File: config.mk
export PLATFORM = sky130hd
export DESIGN_NAME = gpio16_edge_port
export DESIGN_NICKNAME = d
export VERILOG_FILES = /design/src/rtl/gpio16_pkg.sv /design/src/rtl/gpio16_in_sync.sv /design/src/rtl/gpio16_edge_detect.sv /design/src/rtl/gpio16_regfile.sv /design/src/rtl/gpio16_edge_port.sv
export SDC_FILE = /design/constraint.sdc
export NUM_CORES = 1
export LEC_CHECK = 0
export BUFFER_PORTS_ARGS = -buffer_cell sky130_fd_sc_hd__buf_2
export CAP_MARGIN = 25
export CORE_AREA = 2 2 126 176
export CTS_BUF_LIST = sky130_fd_sc_hd__clkbuf_16
export DETAILED_ROUTE_END_ITERATION = 10
export DIE_AREA = 0 0 128 178
export PLACE_DENSITY = 0.54
export SKIP_LAST_GASP = 1
export SYNTH_ARGS = -nofsm -noshare
export SYNTH_HDL_FRONTEND = slang
export SYNTH_HIERARCHICAL = 1
export SYNTH_SLANG_ARGS = --single-unit
File: constraint.sdc
create_clock -name clk -period 1.3 [get_ports clk]
set_input_delay 0.26 -clock clk [delete_from_list [all_inputs] [get_ports clk]]
set_output_delay 0.26 -clock clk [all_outputs]
set_load 0.05 [all_outputs]
File: src/rtl/gpio16_pkg.sv
package gpio16_pkg;

  localparam int ADDR_W = 8;

  typedef enum logic [1:0] {
    SZ_BYTE = 2'b00,
    SZ_HALF = 2'b01,
    SZ_WORD = 2'b10,
    SZ_RSVD = 2'b11
  } acc_size_e;

  // register offsets (byte addresses, halfword registers on a 4-byte stride)
  localparam logic [ADDR_W-1:0] OFF_DIN  = 8'h00;
  localparam logic [ADDR_W-1:0] OFF_DOUT = 8'h04;
  localparam logic [ADDR_W-1:0] OFF_DIR  = 8'h08;
  localparam logic [ADDR_W-1:0] OFF_ESEL = 8'h0C;
  localparam logic [ADDR_W-1:0] OFF_MASK = 8'h10;
  localparam logic [ADDR_W-1:0] OFF_STAT = 8'h14;
  localparam logic [ADDR_W-1:0] OFF_PEN  = 8'h18;

endpackage

File: src/rtl/gpio16_in_sync.sv
module gpio16_in_sync #(
  parameter int W      = 16,
  parameter int STAGES = 2
) (
  input  logic         clk,
  input  logic         rst_n,
  input  logic [W-1:0] d,
  output logic [W-1:0] q
);

  logic [STAGES-1:0][W-1:0] stg_q;
  logic [STAGES-1:0][W-1:0] stg_d;

  always_comb begin
    stg_d[0] = d;
    for (int s = 1; s < STAGES; s++) begin
      stg_d[s] = stg_q[s-1];
    end
  end

  always_ff @(posedge clk or negedge rst_n) begin
    if (!rst_n) begin
      stg_q <= '0;
    end else begin
      stg_q <= stg_d;
    end
  end

  assign q = stg_q[STAGES-1];

endmodule

File: src/rtl/gpio16_edge_detect.sv
module gpio16_edge_detect #(
  parameter int W = 16
) (
  input  logic         clk,
  input  logic         rst_n,
  input  logic [W-1:0] lvl,
  input  logic [W-1:0] dir,
  input  logic [W-1:0] esel,
  input  logic [W-1:0] mask,
  output logic [W-1:0] evt
);

  logic [W-1:0] prev_q;
  logic [W-1:0] prev_d;

  assign prev_d = lvl;

  always_ff @(posedge clk or negedge rst_n) begin
    if (!rst_n) begin
      prev_q <= '0;
    end else begin
      prev_q <= prev_d;
    end
  end

  for (genvar i = 0; i < W; i++) begin : g_line
    logic rise;
    logic fall;
    logic armed;
    assign rise   = lvl[i] & ~prev_q[i];
    assign fall   = ~lvl[i] & prev_q[i];
    assign armed  = dir[i] & ~mask[i];
    assign evt[i] = armed & (esel[i] ? rise : fall);
  end

endmodule

File: src/rtl/gpio16_regfile.sv
module gpio16_regfile
  import gpio16_pkg::*;
#(
  parameter int W = 16
) (
  input  logic              clk,
  input  logic              rst_n,
  input  logic              req_valid,
  input  logic              req_write,
  input  logic [ADDR_W-1:0] req_addr,
  input  logic [1:0]        req_size,
  input  logic [W-1:0]      req_wdata,
  input  logic [W-1:0]      in_lvl,
  input  logic [W-1:0]      evt,
  output logic [W-1:0]      dout_q,
  output logic [W-1:0]      dir_q,
  output logic [W-1:0]      esel_q,
  output logic [W-1:0]      mask_q,
  output logic [W-1:0]      stat_q,
  output logic              stat_clr_we,
  output logic [W-1:0]      rsp_rdata,
  output logic              rsp_err
);

  localparam logic [W-1:0] ONES = {W{1'b1}};

  logic [W-1:0] pen_q;
  logic [W-1:0] dout_d, dir_d, esel_d, mask_d, stat_d, pen_d;
  logic         dout_we, dir_we, esel_we, mask_we, pen_we;
  logic         size_ok, acc_ok, wr_ok, rd_ok;
  logic [W-1:0] clr_bits;
  logic [W-1:0] rd_mux;
  logic [W-1:0] rdata_d;
  logic         err_d;

  // decode
  always_comb begin
    size_ok     = (req_size == SZ_HALF);
    acc_ok      = req_valid & size_ok;
    wr_ok       = acc_ok & req_write;
    rd_ok       = acc_ok & ~req_write;
    dout_we     = wr_ok & (req_addr == OFF_DOUT);
    dir_we      = wr_ok & (req_addr == OFF_DIR);
    esel_we     = wr_ok & (req_addr == OFF_ESEL);
    mask_we     = wr_ok & (req_addr == OFF_MASK);
    pen_we      = wr_ok & (req_addr == OFF_PEN);
    stat_clr_we = wr_ok & (req_addr == OFF_STAT);
  end

  // next state
  always_comb begin
    dout_d   = req_wdata;
    dir_d    = req_wdata;
    esel_d   = req_wdata;
    mask_d   = req_wdata;
    pen_d    = req_wdata;
    clr_bits = stat_clr_we ? req_wdata : '0;
    // a fresh event wins over a clear in the same cycle
    stat_d   = (stat_q & ~clr_bits) | evt;
  end

  // read mux
  always_comb begin
    unique case (req_addr)
      OFF_DIN:  rd_mux = in_lvl & pen_q;
      OFF_DOUT: rd_mux = dout_q;
      OFF_DIR:  rd_mux = dir_q;
      OFF_ESEL: rd_mux = esel_q;
      OFF_MASK: rd_mux = mask_q;
      OFF_STAT: rd_mux = stat_q;
      OFF_PEN:  rd_mux = pen_q;
      default:  rd_mux = '0;
    endcase
    rdata_d = rd_ok ? rd_mux : '0;
    err_d   = req_valid & ~size_ok;
  end

  // registers
  always_ff @(posedge clk or negedge rst_n) begin
    if (!rst_n) begin
      dout_q <= ONES;
    end else if (dout_we) begin
      dout_q <= dout_d;
    end
  end

  always_ff @(posedge clk or negedge rst_n) begin
    if (!rst_n) begin
      dir_q <= ONES;
    end else if (dir_we) begin
      dir_q <= dir_d;
    end
  end

  always_ff @(posedge clk or negedge rst_n) begin
    if (!rst_n) begin
      esel_q <= ONES;
    end else if (esel_we) begin
      esel_q <= esel_d;
    end
  end

  always_ff @(posedge clk or negedge rst_n) begin
    if (!rst_n) begin
      mask_q <= ONES;
    end else if (mask_we) begin
      mask_q <= mask_d;
    end
  end

  always_ff @(posedge clk or negedge rst_n) begin
    if (!rst_n) begin
      pen_q <= ONES;
    end else if (pen_we) begin
      pen_q <= pen_d;
    end
  end

  always_ff @(posedge clk or negedge rst_n) begin
    if (!rst_n) begin
      stat_q <= '0;
    end else begin
      stat_q <= stat_d;
    end
  end

  always_ff @(posedge clk or negedge rst_n) begin
    if (!rst_n) begin
      rsp_rdata <= '0;
      rsp_err   <= 1'b0;
    end else if (req_valid) begin
      rsp_rdata <= rdata_d;
      rsp_err   <= err_d;
    end
  end

endmodule

File: src/rtl/gpio16_edge_port.sv
module gpio16_edge_port
  import gpio16_pkg::*;
#(
  parameter int NLINES      = 16,
  parameter int SYNC_STAGES = 2
) (
  input  logic                clk,
  input  logic                rst_n,
  input  logic                req_valid,
  input  logic                req_write,
  input  logic [ADDR_W-1:0]   req_addr,
  input  logic [1:0]          req_size,
  input  logic [NLINES-1:0]   req_wdata,
  output logic [NLINES-1:0]   rsp_rdata,
  output logic                rsp_err,
  input  logic [NLINES-1:0]   pin_in,
  output logic [NLINES-1:0]   pin_out,
  output logic [NLINES-1:0]   pin_oe,
  output logic                irq
);

  localparam int W = NLINES;

  logic [W-1:0] in_lvl;
  logic [W-1:0] evt;
  logic [W-1:0] dout_q, dir_q, esel_q, mask_q, stat_q;
  logic         stat_clr_we;

  gpio16_in_sync #(.W(W), .STAGES(SYNC_STAGES)) u_sync (
    .clk   (clk),
    .rst_n (rst_n),
    .d     (pin_in),
    .q     (in_lvl)
  );

  gpio16_edge_detect #(.W(W)) u_edge (
    .clk   (clk),
    .rst_n (rst_n),
    .lvl   (in_lvl),
    .dir   (dir_q),
    .esel  (esel_q),
    .mask  (mask_q),
    .evt   (evt)
  );

  gpio16_regfile #(.W(W)) u_regs (
    .clk         (clk),
    .rst_n       (rst_n),
    .req_valid   (req_valid),
    .req_write   (req_write),
    .req_addr    (req_addr),
    .req_size    (req_size),
    .req_wdata   (req_wdata),
    .in_lvl      (in_lvl),
    .evt         (evt),
    .dout_q      (dout_q),
    .dir_q       (dir_q),
    .esel_q      (esel_q),
    .mask_q      (mask_q),
    .stat_q      (stat_q),
    .stat_clr_we (stat_clr_we),
    .rsp_rdata   (rsp_rdata),
    .rsp_err     (rsp_err)
  );

  // direction 0 = output
  assign pin_oe  = ~dir_q;
  assign pin_out = dout_q & ~dir_q;
  assign irq     = |stat_q;

endmodule

Yosys cells after proc, flatten, opt, wreduce, memory -nomap -nowiden
Index checks and enable logic that the tools add are counted.
Cells by class
  multiplexer cells: 19
  bitwise operators: 130
  equal/unequal tests: 7
  reductions and logical operators: 2
Operator list (count)
  16-bit case mux with 7 select lines: 1
  1-bit bitwise AND: 74
  1-bit inverter: 50
  16-bit bitwise AND: 3
  16-bit 2-to-1 mux: 2
  16-bit inverter: 2
  8-bit by 5-bit equality test with 1-bit output (second input constant): 3
  8-bit by 4-bit equality test with 1-bit output (second input constant): 2
  1-bit 2-to-1 mux: 16
  16-bit OR: 1
  16-bit OR reduction: 1
  8-bit by 3-bit equality test with 1-bit output (second input constant): 1
  8-bit logical NOT: 1
  2-bit by 1-bit equality test with 1-bit output (second input constant): 1
Word-level totals
  bits of input ports: 46
  word-level logic and storage cells: 169
  flip-flop bits (word level): 161
  output and inout bits: 50

Logic depth before layout (Yosys ltp)
Gate-level depths: netlist of the first run.
  word-level depth: 8
  depth in mapped cells: 7
  depth with buffers taken out: 4

Cells and area by module
The synthesis of the first run kept the hierarchy.
By module, submodules not included
  gpio16_regfile: cells an instance 414, times used 1, area each 5408.9 um2, sequential area each 2927.8 um2
  gpio16_edge_detect: cells an instance 80, times used 1, area each 900.9 um2, sequential area each 400.4 um2
  gpio16_in_sync: cells an instance 32, times used 1, area each 800.8 um2, sequential area each 800.8 um2
  gpio16_edge_port: cells an instance 37, times used 1, area each 191.4 um2, sequential area each 0.0 um2

Least setup slack after synthesis of the first run
Ideal clock, no wire load.
  path type: input -> register
  start point: input req_addr[2]
  end point: register u_regs.dir_q[10]
  stages on the path: 6
  buffers on the path: 3
  slack: -582 ps
  setup time: 82 ps
  arrival time: 1800 ps
  data required time: 1218 ps
  path through: buf_4 > or4b_1 > buf_2 > nor2_2 > buf_4 > mux2_2
On the way
  longest elaborated chain between the ends: 2
Ends and longest elaborated chain
  from (decl): line gpio16_edge_port.sv:11  | input logic [ADDR_W-1:0] req_addr,
  8-bit by 4-bit equality test with 1-bit output: line gpio16_regfile.sv:43  | dir_we = wr_ok & (req_addr == OFF_DIR);
  1-bit bitwise AND: line gpio16_regfile.sv:43
  to (signal assigned): line gpio16_regfile.sv:91  | dir_q <= dir_d;
  to (decl): line gpio16_regfile.sv:16  | output logic [W-1:0] dir_q,
Every way passes these cells.
A chain may end at the register's enable or synchronous reset.

Worst setup path after layout of the first run
  start point: register u_regs.stat_q[9]
  end point: output irq
On the way
  longest elaborated chain between the ends: 1
Ends and longest elaborated chain
  from (decl): line gpio16_regfile.sv:19  | output logic [W-1:0] stat_q,
  from (signal assigned): line gpio16_regfile.sv:123  | stat_q <= stat_d;
  16-bit OR reduction: line gpio16_edge_port.sv:69  | assign irq = |stat_q;
  to (decl): line gpio16_edge_port.sv:19  | output logic irq
Every way passes these cells.

==> results of run 1 <==
## state kept, by name, indices dropped and copies added, names as in the netlist, 16 cells and up
name and count:
u_edge/prev_q 16, u_regs/dir_q 16, u_regs/dout_q 16, u_regs/esel_q 16
u_regs/mask_q 16, u_regs/pen_q 16, u_regs/rsp_rdata 16, u_regs/stat_q 16
u_sync/q 16, u_sync/stg_d 16
## worst max-delay path, delay by kind of cell (launching register included)
family | cells | cell delay [ns]
buffers and inverters | 2 | 0.35
DFF | 1 | 0.42
and+or+nand+nor | 2 | 0.44
## layer usage
layer | part of all wire [%] | wire [µm] | vias up
met5 | 0.060 | 13 | -
met4 | 3.0 | 657 | 2
met3 | 3.6 | 777 | 44
met2 | 53 | 11600 | 149
met1 | 40 | 8780 | 2797
li1 | - | - | 2520
## power groups by stage
stage	sequential, µW	clock [µW]	combinational, µW
3_5_place_dp	5330	0	847
6_report	5260	5250	987
2_1_floorplan	5310	0	350
4_1_cts	5250	5390	958
5_1_grt	5270	5580	1060
3_3_place_gp	5330	0	835
## kinds of logic after synthesis
group / count (synthesis) / synth area share [%]
AND/OR/NAND/NOR: 132 / 12.0
buffers and inverters: 62 / 4.03
flip-flops: 161 / 56.5
AO/OA/AOI/OAI: 112 / 12.4
multiplexers: 96 / 15.0
## metrics by stage
step           TNS [ns]  setup slack [ns]  instances  hold WS [ns]  total power, µW
2_1_floorplan    -35.62            -0.526        563       -0.0356             5660
3_3_place_gp     -44.93            -0.501        963         0.142             6160
3_5_place_dp     -46.87            -0.535        963         0.142             6180
4_1_cts           -8.60            -0.625       1043         0.130            11600
5_1_grt          -12.53            -0.662       1054         0.142            11900
6_report          -9.61            -0.591       1054         0.151            11500
## cell usage in the layout (no fill, tap or decap), types with 13 or more instances in the layout
cell type and instances:
sky130_fd_sc_hd__mux2i_1 14, sky130_fd_sc_hd__nand3_1 16, sky130_fd_sc_hd__a32o_1 14, sky130_fd_sc_hd__a21oi_2 16
sky130_fd_sc_hd__buf_2 37, sky130_fd_sc_hd__o22ai_1 28, sky130_fd_sc_hd__or3b_1 16, sky130_fd_sc_hd__a21o_1 16
sky130_fd_sc_hd__buf_6 61, sky130_fd_sc_hd__a221oi_2 13, sky130_fd_sc_hd__nand2_1 17, sky130_fd_sc_hd__dfrtp_1 81
sky130_fd_sc_hd__buf_4 92, sky130_fd_sc_hd__mux2_4 42, sky130_fd_sc_hd__clkbuf_16 18, sky130_fd_sc_hd__nand3b_1 16
sky130_fd_sc_hd__dlygate4sd3_1 17, sky130_fd_sc_hd__nor2b_4 16, sky130_fd_sc_hd__nand2b_1 17, sky130_fd_sc_hd__dfstp_2 80
sky130_fd_sc_hd__inv_2 16, sky130_fd_sc_hd__a22o_1 15, sky130_fd_sc_hd__buf_12 13, sky130_fd_sc_hd__mux2_2 38
sky130_fd_sc_hd__inv_1 17
## how the worst min path moves through the flow
stage,cells past startpoint,to,startpoint,slack (ns)
after detailed placement,1,u_sync/stg_d[28]$_DFF_PN0_,rst_n,0.14
after CTS,2,u_regs/dout_q[11]$_DFFE_PN1P_,req_wdata[11],0.13
after global routing,2,u_regs/dout_q[9]$_DFFE_PN1P_,req_wdata[9],0.14
after floorplan,0,u_edge/prev_q[0]$_DFF_PN0_,rst_n,-0.04
after global placement,1,u_sync/stg_d[28]$_DFF_PN0_,rst_n,0.14
final,2,u_regs/dir_q[9]$_DFFE_PN1P_,req_wdata[9],0.15
## area by class of cell
cell class / count / area (µm²) / share of cell area [%]
inverter: 33 / 124 / 1.16
clock inverter: 15 / 195 / 1.83
multi-input combinational: 340 / 3340 / 31.3
sequential: 161 / 4130 / 38.7
clock buffer: 17 / 425 / 3.99
tap: 260 / 325 / 3.05
timing repair buffer: 228 / 2120 / 19.9
## timing repair
item / CTS / global route
resized for setup: 143 / 62
hold buffers: 17 / 0
endpoints found under the setup margin: 82 / 119
cloned: 1 / 2
hold endpoints to repair: 74 / 0
setup buffers: 31 / 9
pin swaps: 6 / 17
==> metrics list, run 1 <==
- The run finished, with violations left.
- Failing checks: setup timing
- For this design the ratio of total power to cell area is 1080 mW/mm².
- Number of max-slew violations in the final report: 0
- Wirelength, routed: 21800 µm
- Leading cell types by total area after synthesis: sky130_fd_sc_hd__dfstp_2 29%, sky130_fd_sc_hd__dfrtp_1 28%, sky130_fd_sc_hd__mux2_2 10%, sky130_fd_sc_hd__o22ai_1 2.6%, sky130_fd_sc_hd__a32o_1 2.2%
- Int Pwr: between 8000 and 9000 µW
- For this block, the initial DRC count from the detailed router was 289.
- Subtracting the final worst setup slack from the clock period gives 1.89 ns.
- Max Buffers Root-to-Sink: 2
* Number of cells on the worst reg-to-reg path: 5
* Leakage: 0.00463 µW
- Count of filler cells inserted in the layout: 1849
- The number of antenna diodes in the final layout is 0.
- For this run, global-route usage on met3 was measured as 3.27%.
- RD Place Congestion: 0.809
- Met1 capacity usage during global routing: a little under a quarter
- Type of the worst min-delay path: in -> reg
- TritonCTS built the clock tree.
- Detail Route Antenna Nets: 0
* Count of TritonRoute iterations in the first routing pass: 5
- Clock latency on the worst-skew pair, taken at its later pin, is 0.43 ns.
- The tool flagged a number of max-cap violations equal to 0.
- Number of H-tree levels: 4
- Reg2Reg Setup Slack: -0.15 ns
- In the global route stage, overall resource usage came out at about 19%.
- Fraction of the core area covered by cells at the end of the flow: 50.5%
* Required time of the critical path: around 1.0 ns
* Worst EP arrival: 1.63 ns
- Net switching power: 2800 µW
* Critical Path Source: u_regs/stat_q[9]$_DFF_PN0_
* Fraction of post-synthesis cell area in the top cell type by area: roughly 29%
- The worst register-to-register path begins at u_regs/stat_q[14]$_DFF_PN0_.
- STA classifies the critical path endpoint as an output port.
- Clk slew on worst S/H paths: roughly 0.070 ns
- Via count: approximately 5.5k
* Total clock buffers created by CTS: 17
* Most common flop cell mapped by yosys: sky130_fd_sc_hd__dfrtp_1
- The synthesized netlist contains 45 unique library cells.
- Placed wire-length estimate: 14300 µm
- Sequential elements use 56.5% of the synthesized area.
* Cell area after placement: 0.00881 mm²
- In this run the worst path has a maximum fanout of 2.
- Area growth from synthesis to layout: 46.0%
- Wire per inst: between 20 and 25 µm
- Number of clock sinks: 161
- In this run the horizontal extent of the chip is 128 µm.
- Count of mapped cells out of synthesis: about 560
* Setup repair after global routing missed its margin: true
* List of most frequent post-synthesis cells: 81 x sky130_fd_sc_hd__dfrtp_1, 80 x sky130_fd_sc_hd__dfstp_2, 68 x sky130_fd_sc_hd__mux2_2
- The most critical setup path has its endpoint at irq.
- Setup slack on the critical path of the routed design comes to -0.591 ns.
- Buffers placed on the I/O ports in this run total 95.
* Remaining DRCs: 0
- GRT busiest layer: met2
- The core region is 0.0211 mm².
- Dividing the detail-routed via count by the number of cells gives between 5 and 6.
- Sort of element at the start of the critical path: flop
- Total Nets Final: 827
- Number of antenna violations at the first check in global routing: 1
- Cells with a size suffix above 1 make up 62.0% of the layout.
- Worst Path Class, Setup: reg -> out
- Worst rel slew slack: 78.0%
* Vias in the first global route: around 6k
- Final setup violating endpoints: 68
- GRT met2 Usage: 33.5%
* Cell taking the most area after synthesis: sky130_fd_sc_hd__dfstp_2
* Actual slew at the worst max-slew pin: 0.327 ns
- The tree is rooted in a sky130_fd_sc_hd__clkbuf_16.
* Worst path max stage delay: 0.42 ns
- After synthesis the cells add up to between 0.007 and 0.008 mm².
- Pin count of the biggest net entering global routing: approximately 40
- Share of total power in sequential cells: a little under half
- The die covers 0.0228 mm².
- The final number of hold-violating endpoints came to 0.
- With fillers left out, the area of the finished cells amounts to about 0.011 mm².
* Most common cell in the synthesized netlist: sky130_fd_sc_hd__dfrtp_1
- Number of enable-type register cells in the synthesized netlist: 0
* Vert. Die Dim: 178 µm
- The synthesized design contains between 150 and 200 register bits.
* Clock network fraction of design power: 45.7%
- Cells along the critical path: nor4_4 -> buf_4 -> nand4_1 -> buf_6
* Worst voltage drop across the vdd grid: 0.802 mV
* Number of rows created at floorplan: 63
* Cell at the slowest stage of the critical path: sky130_fd_sc_hd__dfrtp_1
- Switching share of power: about 24%
- Number of nets in the synthesized netlist: slightly above 600
* Maximum clock skew at final layout: 0.00730 ns
- During synthesis, Yosys emitted a total of 6 warnings.
- Wire length of the first global-routing pass: 33300 µm
- After synthesis, the share of flip-flops with an asynchronous set or reset is 100%.
- Final cycle utilization of the critical path: 145%
- Summed over all layers, the global routing overflow is 0.
- Count of boundary I/O pins: 96
- Per report_power, the combinational group accounts for approximately 8.6% of the total.
- Once the floorplan was initialized, standard cells occupied 34.6% of the core.
- In this run the mean area of a mapped cell was 13.0 µm².
- Derived from the worst setup path, the maximum achievable clock frequency is 529 MHz.
- The worst register-to-register path ends at u_regs/rsp_rdata[14]$_DFFE_PN0P_.
(Power assumes the default switching activity.)
==> run 2, diff against run 1 <==
--- a/config.mk
+++ b/config.mk
@@ -7,11 +7,13 @@
 export LEC_CHECK = 0
 export BUFFER_PORTS_ARGS = -buffer_cell sky130_fd_sc_hd__buf_2
 export CAP_MARGIN = 25
+export CELL_PAD_IN_SITES_DETAIL_PLACEMENT = 2
+export CELL_PAD_IN_SITES_GLOBAL_PLACEMENT = 2
 export CORE_AREA = 2 2 126 176
 export CTS_BUF_LIST = sky130_fd_sc_hd__clkbuf_16
 export DETAILED_ROUTE_END_ITERATION = 10
 export DIE_AREA = 0 0 128 178
-export PLACE_DENSITY = 0.54
+export PLACE_DENSITY = 0.73
 export SKIP_LAST_GASP = 1
 export SYNTH_ARGS = -nofsm -noshare
 export SYNTH_HDL_FRONTEND = slang
==> run 2 against run 1 <==
  * The flow still finishes with violations (setup timing)
  * Via count up 13%
  * First-iteration DRC count rose by 61%
  * Critical path depth is the same
  * Non-clock buffer count is 16 higher
  * Clock-buffer cell count unchanged
  * Die area did not move
  * Total power is 3.3% higher
  * Maximum frequency down 4.4%
  * Flip-flop and latch count unchanged
  * Cell count up 1.5%
  * Clock power increased by 3%
  * Largest cell class unchanged
  * Cell area increased by 4.5%
==> metrics list, run 2 (synthesis gave the netlist of run 1 again) <==
- In this run the most critical hold path is launched from req_wdata[4].
* Number of max-slew violations in the final report: 0 (unchanged)
- The portion of total power attributed to combinational logic came to 9.8% (+1.2 points).
- The initial antenna violation count came to 0 (-1).
- The total vias in the final route was 6202 (+13%).
- The slew at the pin with the worst max-slew slack was 0.497 ns (+0.169 ns).
- Width of the die: 128 µm (unchanged)
* Setup repair after global routing missed its margin: true
- The die span in y was 178 µm (unchanged).
- The antenna diode count was 0 (unchanged).
- Area growth from synthesis to layout: 52.6%
- For this design, the slowest cell found on the critical path is sky130_fd_sc_hd__dfrtp_1.
* Floorplan Core Area: 0.0211 mm² (unchanged)
- The pin count of the biggest net entering global routing is 78 (+90%).
- The number of nets in the final layout was 843 (+1.9%).
- In this run the critical register-to-register path is launched from u_regs/mask_q[14]$_DFFE_PN1P_.
- Worst Slack Setup Final: -0.679 ns (-0.0875 ns)
- Starting DRC count in detailed routing: 465 (+61%)
- CTS root buffer: sky130_fd_sc_hd__clkbuf_16
- In this run the worst hold path is classified as in -> reg.
* Clock tree from TritonCTS: yes
- The max-capacitance violation count is 0 (unchanged).
* Number of cells on the worst reg-to-reg path: 4 (-1)
* RD Place Congestion: 0.827 (+2.2%)
- The switching part of the total was 25.5% (+1.1 points).
* Clk slew on worst S/H paths: 0.07 ns (about the same)
* Max Buffers Root-to-Sink: 2 (unchanged)
- GRT met2 Usage: 48.3% (+15 points)
- The clock period minus final worst setup slack is 1.98 ns (+0.0875 ns).
- Leading cell type in the layout, fill and taps excluded: sky130_fd_sc_hd__buf_4
- The maximum frequency from static timing analysis came to 505 MHz (-4.4%).
- Final setup violating endpoints: 140 (+110%)
* Placed wire-length estimate: 16200 µm (+13%)
- Fraction of layout instances using a drive strength above 1: 65.9% (+4.0 points)
* Power density normalized to cell area: 1060 mW/mm² (-1.2%)
- The number of buffers inserted during clock tree synthesis is 17 (unchanged).
- The final number of hold-violating endpoints was 0 (unchanged).
- The setup slack of the worst register-to-register path was -0.26 ns (-0.11 ns).
* Cell area after placement: 0.00885 mm² (+0.41%)
- The checks that failed: setup timing.
- The global-route met1 utilization was 33.7% (+11 points).
* Routed via count divided by cell count: 5.80 (+11%)
* Count of TritonRoute iterations in the first routing pass: 5 (unchanged)
- Starting density of the core: 34.6% (unchanged)
- The routed wire length per instance came to 31.3 µm (+52%).
- Worst voltage drop across the vdd grid: 0.937 mV (+17%)
* Buffers on Ports: 95 (unchanged)
- The cell leakage power came to 0.00486 µW (+5.0%).
- The run finished, with violations left.
* Worst hold path stage count: 2 (unchanged)
- The overall global routing resource usage came to 28.3% (+8.8 points).
- Clock network fraction of design power: 45.7% (about the same)
* Worst path max stage delay: 0.41 ns (about the same)
* Post-route design area: 0.0111 mm² (+4.5%)
- Maximum clock skew at final layout: 0.0105 ns (+0.00323 ns)
- Remaining DRCs: 0 (unchanged)
- Worst rel slew slack: 66.9% (-11 points)
- Crit Reg-Reg Endpoint: u_regs/rsp_rdata[14]$_DFFE_PN0P_
* Number of clock sinks: 161 (unchanged)
- Endpoint with the worst hold slack: u_regs/esel_q[4]$_DFFE_PN1P_
- Clock insertion delay at the later pin of the skew report: 0.44 ns (about the same)
- The global routing stage identified its most utilized layer as met2.
- Wire length of the first global-routing pass: 46700 µm (+40%)
- STA classifies the critical path startpoint as a flop.
- The global-route congestion overflow total was 0 (unchanged).
- Most used cells in the layout excluding fill and tap cells: 91 x sky130_fd_sc_hd__buf_4, 80 x sky130_fd_sc_hd__dfstp_2, 79 x sky130_fd_sc_hd__dfrtp_1, 67 x sky130_fd_sc_hd__buf_6, 43 x sky130_fd_sc_hd__mux2_4
- Kind of cell adding the most delay to the critical path: simple AND/OR/NAND/NOR gates
* Die Area: 0.0228 mm² (unchanged)
* Int Pwr: 8840 µW (+1.8%)
* Net switching power: 3030 µW (+7.9%)
* Number of rows created at floorplan: 63 (unchanged)
- The required time of the worst setup path is 1.04 ns (about the same).
* Wirelength, routed: 33500 µm (+54%)
- Cells along the critical path: nor4_4 -> buf_4 -> nand4_1 -> buf_6
* Detail Route Antenna Nets: 0 (unchanged)
- Crit path buffers/inverters: 2 (unchanged)
* Worst Path Class, Setup: reg -> out
- STA classifies the critical path endpoint as an output port.
- Share of total power in sequential cells: 44.5% (-1.2 points)
* Number of H-tree levels: 4 (unchanged)
* Count of boundary I/O pins: 96 (unchanged)
- The largest fanout of any net on the critical path was 2 (unchanged).
- Routing usage on met3: 5.49% (+2.2 points)
* Total negative slack for setup checks: -16.25 ns (-6.64 ns)
* Vias in the first global route: 7047 (+19%)
- The post-route fraction of the period consumed by the critical path came to 152% (+6.7 points).
- Hold slack final: 0.159 ns (+0.00824 ns)
- Worst EP arrival: 1.72 ns (+0.09 ns)
==> run 2: cell count changes in the layout (fill, tap and decap cells not counted), moves of 5 or more <==
cell and delta:
sky130_fd_sc_hd__o22ai_1 -7, sky130_fd_sc_hd__buf_8 +8, sky130_fd_sc_hd__buf_6 +6, sky130_fd_sc_hd__nand2_2 +5
sky130_fd_sc_hd__o22ai_2 +7, sky130_fd_sc_hd__inv_6 -6, sky130_fd_sc_hd__nand2_1 -9
==> run 2: power groups by stage <==
stage          Combinational, µW  Clock (µW)  Sequential (µW)
5_1_grt                     1210        5670             5290
4_1_cts                     1070        5370             5260
6_report                    1160        5420             5280
3_5_place_dp                 895           0             5340
3_3_place_gp                 863           0             5320
2_1_floorplan                350           0             5310
==> run 2: worst max-delay path by stage <==
stage                                               end  cells after the start                       start  slack [ns]
final                                               irq                      4  u_regs/stat_q[7]$_DFF_PN0_       -0.68
after global routing                                irq                      4  u_regs/stat_q[9]$_DFF_PN0_       -0.74
after CTS                                           irq                      4  u_regs/stat_q[7]$_DFF_PN0_       -0.72
after detailed placement  u_regs/esel_q[10]$_DFFE_PN1P_                      7                 req_addr[5]       -0.56
after global placement    u_regs/dout_q[13]$_DFFE_PN1P_                      5                 req_addr[1]       -0.50
after floorplan           u_regs/dout_q[10]$_DFFE_PN1P_                      7                 req_addr[3]       -0.53
==> run 2: area by class of cell <==
type,instances,area [µm²]
tap,260,325
sequential,161,4130
timing repair buffer,244,2390
clock buffer,17,425
fill,1952,9980
multi-input combinational,340,3560
inverter,33,124
clock inverter,15,181
==> run 2: what timing repair did <==
| item | CTS | global route |
|---|---|---|
| setup buffers | 44 | 13 |
| cloned | 5 | 1 |
| endpoints found under the hold margin | 97 | 0 |
| pin swaps | 11 | 29 |
| hold buffers | 17 | 0 |
| resized for setup | 195 | 86 |
| setup endpoints to repair | 153 | 156 |
==> run 2: per-stage QoR <==
step	util (%)	cells	power (µW)	setup WS [ns]
after floorplan	-	563	5660	-0.526
after global placement	41.9	964	6190	-0.501
after detailed placement	41.9	964	6230	-0.564
after CTS	50.8	1061	11700	-0.723
after global routing	52.7	1070	12200	-0.738
final	52.7	1070	11900	-0.679
==> run 2: per-layer routing <==
layer	vias to the layer above	wire length (µm)
met4	0	1430
met1	3303	13100
met5	-	0
li1	2539	-
met2	261	17600
met3	99	1460
==> run 3, diff against run 2 <==
--- a/config.mk
+++ b/config.mk
@@ -7,13 +7,13 @@
 export LEC_CHECK = 0
 export BUFFER_PORTS_ARGS = -buffer_cell sky130_fd_sc_hd__buf_2
 export CAP_MARGIN = 25
-export CELL_PAD_IN_SITES_DETAIL_PLACEMENT = 2
-export CELL_PAD_IN_SITES_GLOBAL_PLACEMENT = 2
+export CELL_PAD_IN_SITES_DETAIL_PLACEMENT = 0
+export CELL_PAD_IN_SITES_GLOBAL_PLACEMENT = 1
 export CORE_AREA = 2 2 126 176
 export CTS_BUF_LIST = sky130_fd_sc_hd__clkbuf_16
 export DETAILED_ROUTE_END_ITERATION = 10
 export DIE_AREA = 0 0 128 178
-export PLACE_DENSITY = 0.73
+export PLACE_DENSITY = 0.64
 export SKIP_LAST_GASP = 1
 export SYNTH_ARGS = -nofsm -noshare
 export SYNTH_HDL_FRONTEND = slang
==> run 3 against run 2 <==
  * The flow still finishes with violations (setup timing)
  * Via count down 9.7%
  * Total power down 6.3%
  * Die area unchanged
  * Global-route usage down 7.7 points
==> metrics list, run 3 (synthesis gave the netlist of run 1 again) <==
- Pin count of the biggest net entering global routing: 35 (-55%)
* Final setup violating endpoints: 84 (-40%)
- Remaining DRCs: 0 (unchanged)
* Max Buffers Root-to-Sink: 2 (unchanged)
- Most used cells in the layout excluding fill and tap cells: 109 x sky130_fd_sc_hd__buf_4, 81 x sky130_fd_sc_hd__dfrtp_1, 80 x sky130_fd_sc_hd__dfstp_2, 57 x sky130_fd_sc_hd__buf_6, 41 x sky130_fd_sc_hd__mux2_2
* Wirelength, routed: 22800 µm (-32%)
- Clk slew on worst S/H paths: 0.07 ns (about the same)
- Max-cap violation count: 0 (unchanged)
- The worst setup path is of the reg -> out kind.
- Number of stages on the worst setup path: 4 (unchanged)
- The first-pass detailed-route iteration total is 4 (-1).
* Buffers on Ports: 95 (unchanged)
* Worst voltage drop across the vdd grid: 0.953 mV (+1.8%)
- Fraction of layout instances using a drive strength above 1: 63.0% (-3.0 points)
- The global-route wire length before repair came to 34800 µm (-25%).
- The detailed-placement wirelength estimate came to 15300 µm (-5.3%).
- Total count of hold-check failures in the final report: 0 (unchanged)
* Post-route design area: 0.0109 mm² (-2.0%)
- Count of boundary I/O pins: 96 (unchanged)
- The routed wire length per instance is 21.1 µm (-33%).
- The die boundary width is 128 µm (unchanged).
- Routed via count divided by cell count: 5.18 (-11%)
- Kind of cell adding the most delay to the critical path: simple AND/OR/NAND/NOR gates
* Final cycle utilization of the critical path: 149% (-3.6 points)
- Biggest fanout along the worst timing path: 2 (unchanged)
* Number of rows created at floorplan: 63 (unchanged)
* RD Place Congestion: 0.801 (-3.1%)
* Leakage: 0.00478 µW (-1.6%)
* Sort of element at the end of the critical path: output port
- Actual slew at the worst max-slew pin: 0.373 ns (-0.124 ns)
- Crit path buffers/inverters: 2 (unchanged)
- The worst slew margin relative to its limit is 75.1% (+8.2 points).
- Number of cells on the worst reg-to-reg path: 5 (+1)
* Via count: 5599 (-9.7%)
- The required time of the worst setup path is 1.04 ns (about the same).
- The initial antenna violation count came to 0 (unchanged).
- Diodes inserted: 0 (unchanged)
- Total Routing Usage GR: 20.5% (-7.7 points)
* Sum of overflow across all layers after global routing: 0 (unchanged)
- The tree is rooted in a sky130_fd_sc_hd__clkbuf_16.
- Worst path max stage delay: 0.42 ns (about the same)
- Vias in the first global route: 6030 (-14%)
* Area growth from synthesis to layout: 49.6%
- Starting DRC count in detailed routing: 265 (-43%)
- The starting density of the core was 34.6% (unchanged).
* Setup repair after global routing missed its margin: true
- The core footprint was 0.0211 mm² (unchanged).
- The final setup skew is 0.00719 ns (-0.00334 ns).
- The number of nets in the final layout came to 854 (+1.3%).
- The total cell area at the placement stage is 0.00907 mm² (+2.5%).
* Number of clock sinks: 161 (unchanged)
- The clock period minus final worst setup slack came to 1.93 ns (-0.0466 ns).
- The final total power came to 11100 µW (-6.3%).
- The worst setup path is launched from a flop.
- Worst Slack Setup Final: -0.632 ns (+0.0466 ns)
* Number of max-slew violations in the final report: 0 (unchanged)
- Power density normalized to cell area: 1020 mW/mm² (-4.4%)
- Total clock buffers created by CTS: 17 (unchanged)
- Worst hold path stage count: 2 (unchanged)
- Leading cell type in the layout, fill and taps excluded: sky130_fd_sc_hd__buf_4
- The die span in y was 178 µm (unchanged).
- Cell at the slowest stage of the critical path: sky130_fd_sc_hd__dfrtp_1
- Count of filler cells inserted in the layout: 1850 (-5.2%)
* Type of the worst min-delay path: in -> reg
- The maximum frequency from static timing analysis came to 518 MHz (+2.4%).
* Worst EP arrival: 1.67 ns (-0.05 ns)
- Run status: finished with violations
- The signal on the critical path passes through nor4_4 -> buf_4 -> nand4_1 -> buf_6.
- Die Area: 0.0228 mm² (unchanged)
* Detail Route Antenna Nets: 0 (unchanged)
- TritonCTS built the clock tree.
* Number of H-tree levels: 4 (unchanged)
- The checks that failed: setup timing.
- Clock insertion delay at the later pin of the skew report: 0.43 ns (about the same)
run 3: cell types whose count changed in the layout (fill, tap and decap cells not counted), moves of 6 or more:
cell | before | now
sky130_fd_sc_hd__buf_6 | 67 | 57
sky130_fd_sc_hd__buf_4 | 91 | 109
sky130_fd_sc_hd__o22ai_2 | 9 | 1
sky130_fd_sc_hd__nand2_1 | 8 | 18
sky130_fd_sc_hd__nand2_2 | 7 | 0
sky130_fd_sc_hd__o22ai_1 | 21 | 28
sky130_fd_sc_hd__a221oi_1 | 0 | 6
run 3: cell type report:
class / instances / area [µm²] / area share, %
inverter: 33 / 129 / 1.18
tap: 260 / 325 / 2.98
sequential: 161 / 4130 / 37.8
timing repair buffer: 255 / 2440 / 22.3
clock buffer: 17 / 425 / 3.90
clock inverter: 15 / 133 / 1.21
multi-input combinational: 340 / 3340 / 30.6
run 3: path summary, 6_finish.rpt:
kind	startpoint	slack (ns)	to
setup / recovery	u_regs/stat_q[6]$_DFF_PN0_	-0.63	irq
hold / removal	req_wdata[11]	0.16	u_regs/esel_q[11]$_DFFE_PN1P_
setup reg to reg	u_regs/stat_q[14]$_DFF_PN0_	-0.12	u_regs/rsp_rdata[14]$_DFFE_PN0P_
hold reg to reg	u_sync/stg_d[23]$_DFF_PN0_	0.35	u_sync/q[7]$_DFF_PN0_
max in group asynchronous	rst_n	0.40	u_regs/dout_q[4]$_DFFE_PN1P_
min in group asynchronous	rst_n	0.29	u_sync/stg_d[28]$_DFF_PN0_
run 3: timing repair:
item,4_1_cts,5_1_grt
pin swaps,9,19
endpoints found under the hold margin,30,0
hold buffers,17,0
buffers inserted,35,10
endpoints found under the setup margin,108,122
gates resized for setup,165,49
cloned,1,1
run 3: per-layer routing:
| layer | GRT usage (%) | share of wire (%) | vias up |
|---|---|---|---|
| met1 | 25.3 | 41 | 2850 |
| met2 | 35.3 | 52 | 155 |
| met4 | 8.97 | 2.3 | 0 |
| li1 | - | - | 2558 |
| met5 | 0 | 0 | - |
| met3 | 3.63 | 5.4 | 36 |
run 3: metrics by stage:
stage / utilization [%] / instances / setup slack [ns] / hold WS (ns) / TNS (ns)
after detailed placement: 42.9 / 988 / -0.641 / 0.183 / -50.37
after floorplan: - / 563 / -0.526 / -0.0356 / -35.62
after CTS: 50.2 / 1072 / -0.634 / 0.134 / -8.95
after global routing: 51.7 / 1081 / -0.674 / 0.148 / -11.57
final: 51.7 / 1081 / -0.632 / 0.155 / -8.48
after global placement: 42.9 / 988 / -0.619 / 0.185 / -49.00
run 3: power breakdown:
group	switching, µW	internal [µW]	leakage, µW
sequential	93.1	5160	0.00184
combinational	564	499	0.00268
clock	2150	2650	0.000267
total	2800	8310	0.00478
